<file path="src/rtl/hwloop_pkg.sv">
package hwloop_pkg;

  // Address of the last body instruction for a setup at pc with len instructions
  function automatic logic [31:0] body_end_addr(input logic [31:0] pc, input logic [31:0] len);
    return pc + len;
  endfunction

  // First body instruction sits right after the setup instruction
  function automatic logic [31:0] body_first_addr(input logic [31:0] pc);
    return pc + 32'd1;
  endfunction

  // A level keeps looping while more than one pass remains
  function automatic logic more_passes(input logic [31:0] remaining);
    return remaining > 32'd1;
  endfunction

endpackage

</file>
<file path="src/rtl/hwloop_start_dec.sv">
module hwloop_start_dec #(
  parameter int PC_W  = 16,
  parameter int CNT_W = 8,
  parameter int IMM_W = 6,
  parameter int LEN_W = 8
) (
  input  logic             clk,
  input  logic             rst_n,
  input  logic             start_req,
  input  logic             cnt_from_reg,
  input  logic [CNT_W-1:0] reg_count,
  input  logic [IMM_W-1:0] imm_count,
  input  logic [LEN_W-1:0] body_len,
  input  logic [PC_W-1:0]  setup_pc,
  input  logic             stack_full,
  output logic             push_en,
  output logic             reject,
  output logic [PC_W-1:0]  push_first,
  output logic [PC_W-1:0]  push_last,
  output logic [CNT_W-1:0] push_cnt
);
  import hwloop_pkg::*;

  logic sel_zero_cnt, zero_len;

  always_comb begin
    push_cnt   = cnt_from_reg ? reg_count : CNT_W'(imm_count);
    push_first = PC_W'(body_first_addr(32'(setup_pc)));
    push_last  = PC_W'(body_end_addr(32'(setup_pc), 32'(body_len)));
  end

  assign sel_zero_cnt = (push_cnt == '0);
  assign zero_len     = (body_len == '0);
  assign reject       = start_req && (stack_full || sel_zero_cnt || zero_len);
  assign push_en      = start_req && !reject;


  nonzero_count_chk: assert property (@(posedge clk) disable iff (!rst_n)
    push_en |-> (cnt_from_reg ? reg_count != '0 : imm_count != '0));


  nonempty_body_chk: assert property (@(posedge clk) disable iff (!rst_n)
    push_en |-> push_last != setup_pc);

endmodule

</file>
<file path="src/rtl/hwloop_stack.sv">
module hwloop_stack #(
  parameter int PC_W  = 16,
  parameter int CNT_W = 8,
  parameter int DEPTH = 8
) (
  input  logic             clk,
  input  logic             rst_n,
  input  logic             push_en,
  input  logic [PC_W-1:0]  push_first,
  input  logic [PC_W-1:0]  push_last,
  input  logic [CNT_W-1:0] push_cnt,
  input  logic             pop_en,
  input  logic             dec_en,
  output logic             top_valid,
  output logic             full,
  output logic [PC_W-1:0]  top_first,
  output logic [PC_W-1:0]  top_last,
  output logic [CNT_W-1:0] top_cnt
);
  localparam int SP_W  = $clog2(DEPTH + 1);
  localparam int IDX_W = (DEPTH > 1) ? $clog2(DEPTH) : 1;

  logic [PC_W-1:0]  first_q [DEPTH];
  logic [PC_W-1:0]  last_q  [DEPTH];
  logic [CNT_W-1:0] cnt_q   [DEPTH];
  logic [SP_W-1:0]  sp_q;
  logic [IDX_W-1:0] top_idx, push_idx;

  assign top_idx   = IDX_W'(sp_q - SP_W'(1));
  assign push_idx  = IDX_W'(sp_q);
  assign top_valid = (sp_q != '0);
  assign full      = (sp_q == SP_W'(DEPTH));
  assign top_first = first_q[top_idx];
  assign top_last  = last_q[top_idx];
  assign top_cnt   = cnt_q[top_idx];

  for (genvar g = 0; g < DEPTH; g++) begin : g_level
    always_ff @(posedge clk or negedge rst_n) begin
      if (!rst_n) begin
        first_q[g] <= '0;
        last_q[g]  <= '0;
        cnt_q[g]   <= '0;
      end else if (push_en && push_idx == IDX_W'(g)) begin
        first_q[g] <= push_first;
        last_q[g]  <= push_last;
        cnt_q[g]   <= push_cnt;
      end else if (dec_en && top_idx == IDX_W'(g)) begin
        cnt_q[g] <= cnt_q[g] - CNT_W'(1);
      end
    end
  end

  always_ff @(posedge clk or negedge rst_n) begin
    if (!rst_n)      sp_q <= '0;
    else if (push_en) sp_q <= sp_q + SP_W'(1);
    else if (pop_en)  sp_q <= sp_q - SP_W'(1);
  end


  no_push_when_full_chk: assert property (@(posedge clk) disable iff (!rst_n)
    push_en |-> !full);


  no_push_with_end_chk: assert property (@(posedge clk) disable iff (!rst_n)
    push_en |-> !(pop_en || dec_en));


  single_pop_chk: assert property (@(posedge clk) disable iff (!rst_n)
    pop_en |=> (sp_q + SP_W'(1) == $past(sp_q)));


  count_down_chk: assert property (@(posedge clk) disable iff (!rst_n)
    dec_en |=> (top_cnt == $past(top_cnt) - CNT_W'(1)) && $stable(top_last));

endmodule

</file>
<file path="src/rtl/hwloop_end_match.sv">
module hwloop_end_match #(
  parameter int PC_W  = 16,
  parameter int CNT_W = 8
) (
  input  logic             clk,
  input  logic             rst_n,
  input  logic             plain_done,
  input  logic [PC_W-1:0]  pc,
  input  logic             top_valid,
  input  logic [PC_W-1:0]  top_first,
  input  logic [PC_W-1:0]  top_last,
  input  logic [CNT_W-1:0] top_cnt,
  output logic             iter_en,
  output logic             pop_en,
  output logic             redirect_valid,
  output logic [PC_W-1:0]  redirect_pc
);
  import hwloop_pkg::*;

  logic at_end, again;

  assign at_end = plain_done && top_valid && (pc == top_last);
  assign again  = more_passes(32'(top_cnt));

  assign iter_en        = at_end && again;
  assign pop_en         = at_end && !again;
  assign redirect_valid = iter_en;
  assign redirect_pc    = top_first;


  redirect_needs_level_chk: assert property (@(posedge clk) disable iff (!rst_n)
    redirect_valid |-> top_valid);


  pop_on_last_pass_chk: assert property (@(posedge clk) disable iff (!rst_n)
    pop_en |-> top_cnt == CNT_W'(1));


  only_top_compared_chk: assert property (@(posedge clk) disable iff (!rst_n)
    (pop_en || iter_en) |-> pc == top_last);

endmodule

</file>
<file path="src/rtl/hwloop_ctrl.sv">
module hwloop_ctrl #(
  parameter int PC_W  = 16,
  parameter int CNT_W = 8,
  parameter int IMM_W = 6,
  parameter int LEN_W = 8,
  parameter int DEPTH = 8
) (
  input  logic             clk,
  input  logic             rst_n,
  input  logic             instr_valid,
  input  logic [PC_W-1:0]  instr_pc,
  input  logic             is_loop,
  input  logic             cnt_from_reg,
  input  logic [CNT_W-1:0] reg_count,
  input  logic [IMM_W-1:0] imm_count,
  input  logic [LEN_W-1:0] body_len,
  output logic             redirect_valid,
  output logic [PC_W-1:0]  redirect_pc,
  output logic             loop_err
);
  logic             start_req, plain_done;
  logic             push_en, pop_en, dec_en, full, top_valid;
  logic [PC_W-1:0]  push_first, push_last, top_first, top_last;
  logic [CNT_W-1:0] push_cnt, top_cnt;

  assign start_req  = instr_valid && is_loop;
  assign plain_done = instr_valid && !is_loop;

  hwloop_start_dec #(.PC_W(PC_W), .CNT_W(CNT_W), .IMM_W(IMM_W), .LEN_W(LEN_W)) u_dec (
    .clk(clk), .rst_n(rst_n), .start_req(start_req), .cnt_from_reg(cnt_from_reg),
    .reg_count(reg_count), .imm_count(imm_count), .body_len(body_len),
    .setup_pc(instr_pc), .stack_full(full), .push_en(push_en), .reject(loop_err),
    .push_first(push_first), .push_last(push_last), .push_cnt(push_cnt)
  );

  hwloop_stack #(.PC_W(PC_W), .CNT_W(CNT_W), .DEPTH(DEPTH)) u_stack (
    .clk(clk), .rst_n(rst_n), .push_en(push_en), .push_first(push_first),
    .push_last(push_last), .push_cnt(push_cnt), .pop_en(pop_en), .dec_en(dec_en),
    .top_valid(top_valid), .full(full), .top_first(top_first),
    .top_last(top_last), .top_cnt(top_cnt)
  );

  hwloop_end_match #(.PC_W(PC_W), .CNT_W(CNT_W)) u_match (
    .clk(clk), .rst_n(rst_n), .plain_done(plain_done), .pc(instr_pc),
    .top_valid(top_valid), .top_first(top_first), .top_last(top_last),
    .top_cnt(top_cnt), .iter_en(dec_en), .pop_en(pop_en),
    .redirect_valid(redirect_valid), .redirect_pc(redirect_pc)
  );


  idle_quiet_chk: assert property (@(posedge clk) disable iff (!rst_n)
    !instr_valid |-> !redirect_valid && !loop_err);

endmodule

</file>
<file path="config.mk">
export PLATFORM = sky130hd
export DESIGN_NAME = hwloop_ctrl
export DESIGN_NICKNAME = d
export VERILOG_FILES = /design/src/rtl/hwloop_pkg.sv /design/src/rtl/hwloop_start_dec.sv /design/src/rtl/hwloop_stack.sv /design/src/rtl/hwloop_end_match.sv /design/src/rtl/hwloop_ctrl.sv
export SDC_FILE = /design/constraint.sdc
export NUM_CORES = 1
export LEC_CHECK = 0
export BUFFER_PORTS_ARGS = -buffer_cell sky130_fd_sc_hd__buf_4
export CORE_AREA = 8 8 224 183
export DETAILED_ROUTE_END_ITERATION = 6
export DIE_AREA = 0 0 232 191
export GPL_ROUTABILITY_DRIVEN = 0
export GPL_TIMING_DRIVEN = 0
export PLACE_DENSITY = 0.72
export SKIP_LAST_GASP = 1
export SLEW_MARGIN = 25
export SYNTH_ARGS = -nofsm -noshare
export SYNTH_HDL_FRONTEND = slang
export SYNTH_SLANG_ARGS = --single-unit
</file>
<file path="constraint.sdc">
create_clock -name clk -period 5.6 [get_ports clk]
set_input_delay 0.28 -clock clk [delete_from_list [all_inputs] [get_ports clk]]
set_output_delay 0.28 -clock clk [all_outputs]
set_load 0.005 [all_outputs]
</file>
* Yosys cells after proc, flatten, opt, wreduce, memory -nomap -nowiden
Index checks and enable logic that the tools add are counted.
Word-level totals: output and inout port bits 18, input port bits 43, logic and storage cells 127, register bits 324
Operators by class: add/sub/neg operators 12, mux-type cells 28, bitwise gates (word level) 1, magnitude comparators 2, equal/unequal tests 16, reduce and logical (&&, ||, !) cells 43
Operators with widths (count):
- $mux 8 | 19
- $bmux 16 s3 | 2
- $mux 16 | 4
- $sub 8x1->8 const B | 8
- $bmux 8 s3 | 1
- $eq 3x3->1 const B | 8
- $logic_and 1x1->1 | 24
- $reduce_bool 2->1 | 9
- $add 16x1->16 const B | 1
- $add 16x8->16 | 1
- $eq 16x16->1 | 1
- $logic_not 8->1 | 2
- $eq 3x2->1 const B | 4
- $gt 8x1->1 const B | 1
- $mux 4 | 2
- $eq 3x1->1 const B | 2
- $logic_not 3->1 | 2
- $add 4x1->4 const B | 1
- $eq 4x4->1 const B | 1
- $ge 4x4->1 const B | 1
- $not 3->4 | 1
- $reduce_bool 4->1 | 1
- $sub 4x1->4 const B | 1
- $logic_not 1->1 | 3
- $logic_or 1x1->1 | 2

* Logic depth before layout (Yosys ltp)
word-level depth 11, depth in mapped cells 19, depth with buffers taken out 11

* Hierarchy
From an unflattened synthesis, not the netlist that was laid out.
Unflattened totals: cells, all modules 1632, area total of the unflattened synthesis 17341.6 µm²
By module, submodules not included:
- hwloop_stack | seq. area each 8107.8 µm², times used 1, area each 16051.6 µm², cells an instance 1456
- hwloop_start_dec | seq. area each 0.0 µm², times used 1, area each 930.9 µm², cells an instance 130
- hwloop_end_match | seq. area each 0.0 µm², times used 1, area each 342.8 µm², cells an instance 44
- hwloop_ctrl | seq. area each 0.0 µm², times used 1, area each 16.3 µm², cells an instance 2

* Worst setup path after synthesis
No wires, ideal clock.
kind register to register, from register u_stack.sp_q[0], to register u_stack.cnt_q[61] (netlist bit), required time 5518 ps, path buffers 6, cell stages (with the launch flop) 18, arrival time 4176 ps, period minus slack after synthesis 4257 ps, library setup time 82 ps, slack 1343 ps, cells stage by stage dfrtp_1 buf_2 clkinv_1 buf_2 ha_1 ha_1 buf_2 buf_2 mux4_2 mux2i_1 xnor2_1 a211oi_1 nand4_1 buf_2 or4_1 buf_2 or4_1 a31oi_1
Between the ends: word-level cells in the longest chain between the ends 10, elaborated cells between the ends (all ways) 26, classes of those cells add/sub (1); order compare (1); eq/ne (2); mux (7); bitwise (1); reduce/logical (14)
RTL lines:
- from (decl) | RTL line hwloop_stack.sv:26 | logic [SP_W-1:0] sp_q;
- from (signal assigned) | RTL line hwloop_stack.sv:55 | else if (push_en) sp_q <= sp_q + SP_W'(1);
- from (signal assigned) | RTL line hwloop_stack.sv:56 | else if (pop_en) sp_q <= sp_q - SP_W'(1);
- branches (longest 10 deep; another with $gt 8x1->1)
- to (signal, indexed assignment) | RTL line hwloop_stack.sv:46 | cnt_q[g] <= push_cnt;
- to (signal, indexed assignment) | RTL line hwloop_stack.sv:48 | cnt_q[g] <= cnt_q[g] - CNT_W'(1);
- to (decl) | RTL line hwloop_stack.sv:25 | logic [CNT_W-1:0] cnt_q [DEPTH];
Several ways; the timed one is not identified. The select of a mux whose other input is x is not followed. A chain may end at the register's enable or synchronous reset.

* Worst setup path in the final report
from register u_stack.sp_q[0], to output port redirect_valid
Between the ends: word-level cells in the longest chain between the ends 8, elaborated cells between the ends (all ways) 14, classes of those cells add/sub (1); order compare (1); eq/ne (1); mux (6); bitwise (1); reduce/logical (4)
RTL lines:
- branches (longest 7 deep; another with $gt 8x1->1)
- $logic_and 1x1->1 (*) | RTL line hwloop_end_match.sv:25 | assign iter_en = at_end && again;
- to (decl) | RTL line hwloop_ctrl.sv:17 | output logic redirect_valid,
Every way passes the cells marked *. The select of a mux whose other input is x is not followed.

==> run_results.csv <==
group,metric,value,unit
critical_path,path_delay_family,"buffers and inverters",
layout,fin_util,0.501,
grt,grt_first_pass_wirelength,81600,um
critical_path,timing.critical_path.cells,"buf_2, clkinvlp_4, clkbuf_4, ha_1, ha_1, buf_2, buf_6, buf_4, mux2i_1, nand2_1, o211ai_1, xor2_1, nand2_1, or4_1, nor4_2, buf_4",
timing,setup_slack,0.154,ns
synth,netlist_instances,1711,
clocking,cts.clk_slew.worst_paths,0.07,ns
die,die_y,191,um
synth,syn_nets,1782,
layout,layout.cells.non_filler,2329,
synth,synth_top_flop_cell,"dfrtp_1",
grt,grtUsageTotal,0.237,
die,core,0.0375,mm^2
synth,synth_xor_area_frac,0.0218,
clocking,root_buffer,"clkbuf_16",
synth,yosys.area_share.simple,0.182,
power,p_clk_frac,0.203,
power,power_frac_comb,0.445,
die,die_area,0.0443,mm^2
timing,final_hold_viol_count,0,
power,swShare,0.397,
drt,dr.max_layer_used,"met5",
grt,overflow,0,
clocking,htreeDepth,2,
critical_path,max_stage_delay,0.51,ns
drt,ant_nets,0,
drt,wl_met2,22900,um
synth,synth-compound-area-share,0.136,
synth,synth_area_per_cell,9.64,um^2
clocking,cts_buffers,34,
clocking,clockBufferDepth,3,
synth,ys_seq_elements,324,
placement,portBuffers,55,
timing,max_slew_margin,0.255,
synth,synth_top_cell_by_area,"dfrtp_1",
run,cap_violations,0,
critical_path,start_kind,"flip-flop",
synth,synth.area.top_cells,"dfrtp_1, nand2_1, o21ai_0, mux4_2, mux2i_1",
grt,grt_pass1_vias,13800,
layout,n_fill_cell,3407,
power,peakVddDrop,325,uV
critical_path,cp_data_arrival_time,5.17,ns
drt,drt_iter0_markers,1870,
die,initial_core_util,0.440,
critical_path,r2r-start,"u_stack.sp_q[0]",
clocking,clk-insertion-delay-late,0.54,ns
power,p_leak,8.21,nW
layout,layout_common_cells,"nand2_1, dfrtp_1, o21ai_0, clkbuf_1, nor2_1",
drt,viasPerCell,6.18,
synth,syn_area,0.0165,mm^2
synth,synth_top_area_frac,0.491,
critical_path,end_kind,"output port",
clocking,clock_sinks,324,
power,powerDensity,603,mW/mm^2
power,power.share.sequential,0.352,
placement,dp_slack,-0.150,ns
die,die_x,232,um
critical_path,cp_max_fo,12,
timing,tightest_slew,1.11,ns
placement,place_inst,2264,
drt,dr.pass1.iters,6,
clocking,cts_tree,"built",
synth,synth_enable_flop_cells,0,
layout,drive_gt1_frac,0.121,
die,row_count,64,
timing,fmax,184,MHz
critical_path,crit_required,5.32,ns
synth,yosys_warnings,0,
grt,antenna_found_initial,1,
timing,slew_violations,0,
critical_path,path_buf_inv,7,
drt,wl,53200,um
layout,fin_nets,1879,
critical_path,worst_path_max_delay_cell,"nor4_2",
drt,wl_per_cell,22.8,um
layout,layout_commonest_cell,"nand2_1",
layout,diodes,0,
power,power.switching,4.50,mW
timing,setup_violations,0,
drt,dr_wl_met3,6450,um
timing,finalSetupTns,0,ns
drt,via_count,14400,
critical_path,startpoint,"u_stack.sp_q[0]",
synth,synth.distinct_cells,64,
timing,finClkSkew,0.0210,ns
synth,synth_mux_area_frac,0.108,
critical_path,critPathKind,"reg -> out",
synth,synth_top_family_by_area,"simple AND/OR/NAND/NOR gates",
synth,synthAdderAreaFrac,0.0217,
placement,dp_hpwl,37100,um
synth,ys_seq_area_frac,0.491,
timing,min_period,5.45,ns
power,p_int,6.83,mW
timing,min_period_over_period,0.973,
synth,ys_async_sr_fraction,1.00,
min_path,hold_path.class,"in -> reg",
drt,drc,0,
drt,met1_length,21900,um
die,ios,61,
min_path,hp-start,"imm_count[5]",
layout,area_delta_synth_final,13.9,%
grt,grt_max_degree,98,
status,status,"finished, final reports clean",
==> final timing paths <==
| check | endpoint | slack [ns] | depth (start not counted) |
|---|---|---|---|
| max | redirect_valid | 0.15 | 16 |
| min reg2reg | u_stack.first_q[35] | 0.47 | 2 |
| max reg2reg | u_stack.cnt_q[29] | 0.17 | 17 |
| min in group asynchronous | u_stack.last_q[96] | 0.26 | 2 |
| min | u_stack.cnt_q[45] | 0.23 | 4 |
| max in group asynchronous | u_stack.first_q[23] | 4.12 | 4 |
==> sequential cells by signal, summed over array words and instances (netlist names) <==
signal	flops
u_stack.last_q	128
u_stack.sp_q	4
u_stack.first_q	128
u_stack.cnt_q	64
==> per-stage QoR <==
step	total power, mW	area (um^2)	hold WS [ns]
global placement	8.67	17500	0.455
global route	11.9	18800	0.299
finish	11.3	18800	0.227
floorplan	7.18	16500	-0.0156
CTS	11.2	18800	0.227
detailed placement	8.87	17600	0.232
==> per-layer routing <==
metal | track usage | up-vias
met5 | 0.00446 | -
met4 | 0.0832 | 2
met3 | 0.0641 | 136
met2 | 0.346 | 819
met1 | 0.336 | 7155
li1 | - | 6277
==> area by class of cell <==
type	count	area (um^2)	area share
clock inverters	15	119	0.00633
multi-input cells	1230	7750	0.413
plain buffers	125	542	0.0288
inverters	32	124	0.00659
flip-flops and latches	324	8110	0.432
repair buffers	61	528	0.0281
clock buffers	47	990	0.0527
well taps	495	619	0.0330
==> timing repair <==
action / CTS / global route
hold buffers: 1 / 0
pin swaps: 0 / 0
resized for setup: 4 / 6
buffers inserted: 0 / 2
endpoints found under the hold margin: 51 / 0
setup endpoints to repair: 26 / 54
==> power by group through the flow <==
stage	Clock, mW	Combinational [mW]	Sequential, mW
after floorplan	0	3.38	3.80
after global placement	0	4.74	3.93
after detailed placement	0	4.88	3.99
after CTS	2.30	4.92	3.96
after global routing	2.40	5.44	4.10
final	2.30	5.04	3.99
==> synth_stat cells, types with 3 or more instances <==
cell type,instances
nor4_1,16
nor3_1,12
nand2_1,389
buf_4,5
or2_2,10
o21a_1,4
a31oi_1,50
a21oi_1,18
o311ai_0,7
xnor2_1,24
buf_1,18
o211ai_1,16
a311o_1,4
and2_1,8
mux4_2,51
o31ai_1,14
a21o_1,3
buf_2,12
nor2_1,73
mux2_2,20
clkbuf_1,88
o21ai_0,230
xor2_1,17
or4_1,32
inv_1,30
nor2b_1,5
nand3b_1,3
mux2i_1,41
or3_1,35
nand4_1,9
and3_1,12
ha_1,27
o41ai_1,7
a211oi_1,6
a22oi_1,3
nor3b_1,6
o311a_1,3
dfrtp_1,324
nand3_1,49
==> kinds of logic (layout without fill, tap and decap cells) <==
family                   Yosys count  after routing
AO/OA/AOI/OAI                    382            382
XOR/XNOR                          41             41
adder cells (fa/ha/maj)           28             28
buffers and inverters            157            280
flip-flops                       324            324
multiplexers                     112            112
AND/OR/NAND/NOR                  667            667
==> worst reg2reg max path, delay by kind of cell (launching register included) <==
kind | cells | cell delay, ns
muxes | 2 | 0.63
xor gates and xnor gates | 1 | 0.39
DFF | 1 | 0.43
AOI/OAI and AO/OA | 3 | 0.63
buffers and inverters | 8 | 2.05
adders and majority gates | 1 | 0.36
and+or+nand+nor | 2 | 0.73
Power figures use the tool's default switching activity.
